**src/rtl/adc_sel_pkg.sv**
```systemverilog
package adc_sel_pkg;

  localparam int DEF_CH_W  = 5;
  localparam int DEF_REF_W = 2;

  typedef enum logic [1:0] {
    ST_IDLE   = 2'd0,
    ST_ARMED  = 2'd1,
    ST_LOCKED = 2'd2
  } lock_st_e;

  // Next lock state from current state and sequencer inputs.
  function automatic lock_st_e lock_next(lock_st_e s, logic start, logic tick, logic last);
    lock_st_e n;
    n = s;
    case (s)
      ST_IDLE:   if (start) n = ST_ARMED;
      ST_ARMED:  if (tick) n = ST_LOCKED;
      ST_LOCKED: if (last && tick) n = start ? ST_ARMED : ST_IDLE;
      default:   n = ST_IDLE;
    endcase
    return n;
  endfunction

  // Active selection follows the temporary copy in this cycle.
  function automatic logic sel_open(lock_st_e s, logic last);
    return (s != ST_LOCKED) || last;
  endfunction

endpackage

```
**src/rtl/sel_temp_reg.sv**
```systemverilog
module sel_temp_reg #(
  parameter int W = 7
) (
  input  logic         clk,
  input  logic         rst_n,
  input  logic         wr_en,
  input  logic [W-1:0] wr_data,
  output logic [W-1:0] tmp_q
);

  always_ff @(posedge clk or negedge rst_n) begin
    if (!rst_n)     tmp_q <= '0;
    else if (wr_en) tmp_q <= wr_data;
  end

  assert_write_load_R2: assert property (@(posedge clk) disable iff (!rst_n)
    wr_en |=> tmp_q == $past(wr_data));

  assert_no_spurious_R2: assert property (@(posedge clk) disable iff (!rst_n)
    !wr_en |=> $stable(tmp_q));

endmodule

```
**src/rtl/sel_lock_ctrl.sv**
```systemverilog
module sel_lock_ctrl
  import adc_sel_pkg::*;
(
  input  logic clk,
  input  logic rst_n,
  input  logic start_req,
  input  logic adc_tick,
  input  logic last_cycle,
  output logic open_o
);

  lock_st_e st_q;
  lock_st_e st_d;
  logic     arm_ev;
  logic     lock_ev;
  logic     release_ev;

  assign st_d       = lock_next(st_q, start_req, adc_tick, last_cycle);
  assign open_o     = sel_open(st_q, last_cycle);
  assign arm_ev     = (st_q != ST_ARMED) && (st_d == ST_ARMED);
  assign lock_ev    = (st_q == ST_ARMED) && (st_d == ST_LOCKED);
  assign release_ev = (st_q == ST_LOCKED) && (st_d != ST_LOCKED);

  always_ff @(posedge clk or negedge rst_n) begin
    if (!rst_n) st_q <= ST_IDLE;
    else        st_q <= st_d;
  end

  assert_arm_from_idle_R4: assert property (@(posedge clk) disable iff (!rst_n)
    (st_q == ST_IDLE && start_req) |=> st_q == ST_ARMED);

  assert_lock_on_tick_R4: assert property (@(posedge clk) disable iff (!rst_n)
    (st_q == ST_ARMED && adc_tick) |=> st_q == ST_LOCKED);

  assert_armed_waits_R4: assert property (@(posedge clk) disable iff (!rst_n)
    (st_q == ST_ARMED && !adc_tick) |=> st_q == ST_ARMED);

  assert_release_R7: assert property (@(posedge clk) disable iff (!rst_n)
    (st_q == ST_LOCKED && last_cycle && adc_tick && !start_req) |=> st_q == ST_IDLE);

  assert_hold_lock_R8: assert property (@(posedge clk) disable iff (!rst_n)
    (st_q == ST_LOCKED && !(last_cycle && adc_tick)) |=> st_q == ST_LOCKED);

  assert_rearm_R8: assert property (@(posedge clk) disable iff (!rst_n)
    (st_q == ST_LOCKED && last_cycle && adc_tick && start_req) |=> st_q == ST_ARMED);

  assert_events_exclusive: assert property (@(posedge clk) disable iff (!rst_n)
    $onehot0({arm_ev && !release_ev, lock_ev, release_ev && !arm_ev}));

endmodule

```
**src/rtl/sel_active_reg.sv**
```systemverilog
module sel_active_reg #(
  parameter int W = 7
) (
  input  logic         clk,
  input  logic         rst_n,
  input  logic         open_i,
  input  logic [W-1:0] tmp_i,
  output logic [W-1:0] act_q
);

  always_ff @(posedge clk or negedge rst_n) begin
    if (!rst_n)      act_q <= '0;
    else if (open_i) act_q <= tmp_i;
  end

  assert_follow_open_R3: assert property (@(posedge clk) disable iff (!rst_n)
    open_i |=> act_q == $past(tmp_i));

  assert_frozen_R5: assert property (@(posedge clk) disable iff (!rst_n)
    !open_i |=> $stable(act_q));

endmodule

```
**src/rtl/adc_sel_shadow.sv**
```systemverilog
module adc_sel_shadow
  import adc_sel_pkg::*;
#(
  parameter int CH_W  = DEF_CH_W,
  parameter int REF_W = DEF_REF_W
) (
  input  logic             clk,
  input  logic             rst_n,
  input  logic             cpu_wr,
  input  logic [CH_W-1:0]  cpu_ch,
  input  logic [REF_W-1:0] cpu_ref,
  input  logic             adc_tick,
  input  logic             start_req,
  input  logic             last_cycle,
  output logic [CH_W-1:0]  tmp_ch,
  output logic [REF_W-1:0] tmp_ref,
  output logic [CH_W-1:0]  act_ch,
  output logic [REF_W-1:0] act_ref
);

  localparam int SEL_W = CH_W + REF_W;

  logic [SEL_W-1:0] wr_word;
  logic [SEL_W-1:0] tmp_word;
  logic [SEL_W-1:0] act_word;
  logic             sel_open_w;

  assign wr_word = {cpu_ref, cpu_ch};

  sel_temp_reg #(.W(SEL_W)) u_temp (
    .clk     (clk),
    .rst_n   (rst_n),
    .wr_en   (cpu_wr),
    .wr_data (wr_word),
    .tmp_q   (tmp_word)
  );

  sel_lock_ctrl u_lock (
    .clk        (clk),
    .rst_n      (rst_n),
    .start_req  (start_req),
    .adc_tick   (adc_tick),
    .last_cycle (last_cycle),
    .open_o     (sel_open_w)
  );

  sel_active_reg #(.W(SEL_W)) u_active (
    .clk    (clk),
    .rst_n  (rst_n),
    .open_i (sel_open_w),
    .tmp_i  (tmp_word),
    .act_q  (act_word)
  );

  assign tmp_ch  = tmp_word[CH_W-1:0];
  assign tmp_ref = tmp_word[SEL_W-1:CH_W];
  assign act_ch  = act_word[CH_W-1:0];
  assign act_ref = act_word[SEL_W-1:CH_W];

  assert_fields_frozen_R9: assert property (@(posedge clk) disable iff (!rst_n)
    !sel_open_w |=> ($stable(act_ch) && $stable(act_ref)));

  assert_fields_follow_R9: assert property (@(posedge clk) disable iff (!rst_n)
    sel_open_w |=> (act_ch == $past(tmp_ch) && act_ref == $past(tmp_ref)));

endmodule

```
**config.mk**
```make
export PLATFORM = sky130hd
export DESIGN_NAME = adc_sel_shadow
export DESIGN_NICKNAME = d
export VERILOG_FILES = /design/src/rtl/adc_sel_pkg.sv /design/src/rtl/sel_temp_reg.sv /design/src/rtl/sel_lock_ctrl.sv /design/src/rtl/sel_active_reg.sv /design/src/rtl/adc_sel_shadow.sv
export SDC_FILE = /design/constraint.sdc
export NUM_CORES = 1
export LEC_CHECK = 0
export ABC_AREA = 1
export CORE_MARGIN = 4
export CORE_UTILIZATION = 45
export DETAILED_ROUTE_END_ITERATION = 10
export DONT_BUFFER_PORTS = 1
export PLACE_DENSITY = 0.61
export SLEW_MARGIN = 20
export SYNTH_ARGS = -nofsm -noshare
export SYNTH_HDL_FRONTEND = slang
export SYNTH_SLANG_ARGS = --single-unit
```
**constraint.sdc**
```tcl
create_clock -name clk -period 2.55 [get_ports clk]
set_clock_uncertainty 0.1 [all_clocks]
set_input_delay 0.51 -clock clk [delete_from_list [all_inputs] [get_ports clk]]
set_output_delay 0.51 -clock clk [all_outputs]
set_load 0.01 [all_outputs]
```
After elaboration in Yosys (flattened, before gate mapping)
Cells that the tools add are included.
Cells by class
  equality and inequality tests: 6
  multiplexer cells: 5
  reductions and logical operators: 4
Operator list (number)
  $mux W2: 3
  $ne A2 B2 Y1 const B: 3
  $pmux W2 S3: 1
  $reduce_and A3 Y1: 1
  $eq A2 B1 Y1 const B: 1
  $eq A2 B2 Y1 const B: 1
  $logic_not A2 Y1: 1
  $ne A2 B1 Y1 const B: 1
  $logic_and A1 B1 Y1: 1
  $logic_or A1 B1 Y1: 1
  $mux W1: 1
Storage, ports and cells
  flip-flop bits (word level): 16

Logic depth before layout (Yosys ltp)
  word-level depth: 3
  gate-level depth with buffers: 6

Modules after synthesis
From an unflattened synthesis, not the netlist that was laid out.
Second synthesis, totals
  cells, all modules: 75
  area total of the unflattened synthesis: 646.9 um^2
By module, submodules not included
  sel_active_reg: times used 1, cells an instance 30, area each 269.0 um^2, seq. area each 175.2 um^2
  sel_temp_reg: times used 1, cells an instance 30, area each 269.0 um^2, seq. area each 175.2 um^2
  sel_lock_ctrl: times used 1, cells an instance 15, area each 108.9 um^2, seq. area each 50.0 um^2

Worst setup path before layout
No wires, ideal clock.
  path type: input -> register
  from: input port last_cycle
  to: register u_active.act_q[0]
  library setup time: 0.117 ns
  data arrival time: 0.794 ns
  slack: 1.540 ns
  cell stages on the path: 4
  path buffers: 0
  cells stage by stage: inv_2 nand2_4 nand2_1 nand2_1
On the way
  word-level cells in the longest chain between the ends: 1
RTL lines
  start: declaration: RTL line adc_sel_shadow.sv:14  | input logic last_cycle,
  $logic_or A1 B1 Y1: RTL line adc_sel_pkg.sv:27  | return (s != ST_LOCKED) || last;
  end signal: assignment: RTL line sel_active_reg.sv:13  | else if (open_i) act_q <= tmp_i;
  end: declaration: RTL line sel_active_reg.sv:8  | output logic [W-1:0] act_q
Every way passes these cells.
A chain may end at the register's enable or synchronous reset.

Worst setup path after layout
  from: register u_temp.tmp_q[5]
  to: output port tmp_ref[0]
RTL lines
  start: declaration: RTL line sel_temp_reg.sv:8  | output logic [W-1:0] tmp_q
  start signal: assignment: RTL line sel_temp_reg.sv:13  | else if (wr_en) tmp_q <= wr_data;
  end: declaration: RTL line adc_sel_shadow.sv:16  | output logic [REF_W-1:0] tmp_ref,
No word-level cell between the ends.

==> summary.log <==
INFO  outcome        run_status=finished clean
INFO  critical_path  arrival=0.71ns
INFO  power          power.total=0.6258mW
INFO  route          dr.pass1.iters=4
INFO  clock_tree     clock_latency=0.27ns
INFO  final_layout   areaGrowthSynthToFinish=6.789%
INFO  floorplan      die_width=46.93um
INFO  timing         final_period_minus_worst_setup_slack=1.323ns
INFO  global_route   grt_max_degree=17
INFO  run            cap_violations=0
INFO  timing         timing.final.hold_violations=0
INFO  power          power.ir.vdd_worst=472.3uV
INFO  floorplan      placementRows=13
INFO  timing         post-route-period-util=51.89%
INFO  placed_design  place.gp.congestion=0.7213
INFO  floorplan      die_area=2202um2
INFO  timing         setup_total_negative_slack=0ns
INFO  synth          synth.cell_area=681.9um2
INFO  critical_path  setup.worst_path.start_class=flip-flop
INFO  critical_path  critical_path_required=1.94ns
INFO  route          routed_wirelength=1.194mm
INFO  clock_tree     post-cts-setup-buffers=0
INFO  final_layout   finalNonFillerCells=96
INFO  global_route   grt-ovfl-total=0
INFO  clock_tree     hold_buf_count_cts=1
INFO  critical_path  r2r_depth=4
INFO  clock_tree     tritoncts=yes
INFO  timing         report.final.slew_viol_count=0
INFO  synth          synth_fp_nets=91
INFO  power          p_per_area=859.4nW/um2
INFO  floorplan      num_io_pins=27
INFO  timing         finalWorstSetupSlack=1.227ns
INFO  worst_hold_path min_path_cells=1
INFO  timing         rsz0062_at_grt=false
INFO  synth          warnings_from_yosys=0
INFO  route          drc=0
INFO  placed_design  place.port_buffers=0
INFO  clock_tree     cts.repair.resized=0
INFO  placed_design  post-place-ws=1.467ns
INFO  floorplan      initial_core_util=49.91%
INFO  route          detail_route.iter0.violations=5
INFO  synth          synthDistinctLibCells=10
INFO  global_route   vias_in_the_first_global_route=459
INFO  timing         worst_hold_slack=0.2303ns
INFO  clock_tree     clk_root_buffer_cell=sky130_fd_sc_hd__clkbuf_4
INFO  synth          synth-seq-area-share=58.72%
INFO  timing         setup_viol_count_final=0
INFO  global_route   grt_pass1_wl=2.021mm
INFO  power          p_leak=0.4042nW
INFO  critical_path  logic_depth_of_the_worst_setup_path_including_buffers=0
INFO  route          detailroute.via_count=478
INFO  final_layout   num_antenna_cells=0
INFO  worst_hold_path worstHoldPathType=in2reg
INFO  placed_design  hpwlAfterDp=945.4um
INFO  clock_tree     cts-htree-levels=1
INFO  placed_design  dp_cells=92
INFO  clock_tree     cts_max_path_buffers=2
INFO  synth          synth.ff_latch_count=16
INFO  timing         max_slew_margin=54.44%
INFO  final_layout   design.final.nets=96
INFO  route          antenna_left=0
INFO  global_route   gr-usage-all-layers=13.20%
INFO  critical_path  critical_path_peak_fanout=3
INFO  route          post_drt_via_cell_ratio=4.979
INFO  critical_path  criticalPathCategory=reg2out
INFO  final_layout   filler_cell_count=139
INFO  clock_tree     cts_buffers=3
INFO  synth          syn-mean-instance-area=8.742um2
INFO  synth          netlist_instances=78
INFO  clock_tree     clk_pin_slew=0.08ns
INFO  floorplan      floorplan.die.height=46.93um
INFO  clock_tree     clkSinkCount=16
INFO  final_layout   drive_above_1_share=8.642%
INFO  critical_path  crit_path_end_kind=output pin
INFO  timing         worst-slew-pin-transition=0.6811ns
INFO  global_route   number_of_antenna_violations_at_the_first_check_in_global_routing=0
INFO  floorplan      core=1366um2
INFO  route          average_wire_per_cell_in_the_routed_design=12.44um
INFO  timing         maximum_frequency_from_static_timing_analysis=0.7557GHz
-- final timing paths --
kind / start / to / slack [ns]
min in group asynchronous: rst_n / u_temp.tmp_q[2] / 0.61
min: cpu_wr / u_temp.tmp_q[6] / 0.23
max in group asynchronous: rst_n / u_active.act_q[1] / 1.30
min reg2reg: u_temp.tmp_q[0] / u_active.act_q[0] / 0.48
max reg2reg: u_lock.st_q[0] / u_active.act_q[2] / 1.46
max: u_temp.tmp_q[5] / tmp_ref[0] / 1.23
-- power by group --
group	internal, mW	switching (mW)	leakage (nW)
clock network	0.0546	0.0678	0.0138
logic	0.0492	0.0863	0.195
registers	0.302	0.0655	0.196
-- cell usage in the layout, fill, tap and decap left out --
master	Yosys	routed
sky130_fd_sc_hd__clkbuf_4	0	3
sky130_fd_sc_hd__dfrtp_1	16	16
sky130_fd_sc_hd__dlygate4sd3_1	0	1
sky130_fd_sc_hd__inv_1	11	11
sky130_fd_sc_hd__inv_2	2	2
sky130_fd_sc_hd__nand2_1	27	27
sky130_fd_sc_hd__nand2_4	1	1
sky130_fd_sc_hd__nand3_1	11	11
sky130_fd_sc_hd__nor2_8	1	1
sky130_fd_sc_hd__o21ai_0	7	7
sky130_fd_sc_hd__o21ai_1	1	1
-- per-layer routing --
metal  global-route usage (%)  part of all wire, %
met1                    16.91                   40
met2                    18.97                   46
met3                    6.897                   13
met4                    4.972                 0.84
met5                        0                    0
-- kinds of logic after synthesis --
group	share of synthesized area, %
AO/OA/AOI/OAI	5.870
flip-flops	58.72
buffers and inverters	7.890
AND/OR/NAND/NOR	27.52
-- cells in the mapped netlist --
master	n	area [um2]
sky130_fd_sc_hd__nor2_8	1	20.02
sky130_fd_sc_hd__inv_2	2	7.510
sky130_fd_sc_hd__o21ai_0	7	35.03
sky130_fd_sc_hd__inv_1	11	41.29
sky130_fd_sc_hd__nand2_4	1	11.26
sky130_fd_sc_hd__dfrtp_1	16	400.4
sky130_fd_sc_hd__nand2_1	27	101.4
sky130_fd_sc_hd__buf_2	1	5.000
sky130_fd_sc_hd__nand3_1	11	55.05
sky130_fd_sc_hd__o21ai_1	1	5.000
-- stage by stage --
step	utilization, %	instance area [um2]
floorplan	-	681.9
global placement	50.92	695.7
detailed placement	50.92	695.7
CTS	53.30	728.2
global route	53.30	728.2
finish	53.30	728.2
-- registers in the layout, summed over array words and instances, names as in the netlist --
name,flops
u_active.act_q,7
u_lock.st_q,2
u_temp.tmp_q,7
-- layout make-up --
cell class | count | area [um2] | share of cell area [%]
sequential | 16 | 400.4 | 54.98
multi-input combinational | 48 | 227.7 | 31.27
inverter | 13 | 48.80 | 6.701
clock buffer | 3 | 22.52 | 3.093
tap | 15 | 18.77 | 2.577
timing repair buffer | 1 | 10.01 | 1.375
No activity file was read; power rests on OpenSTA's default activity.
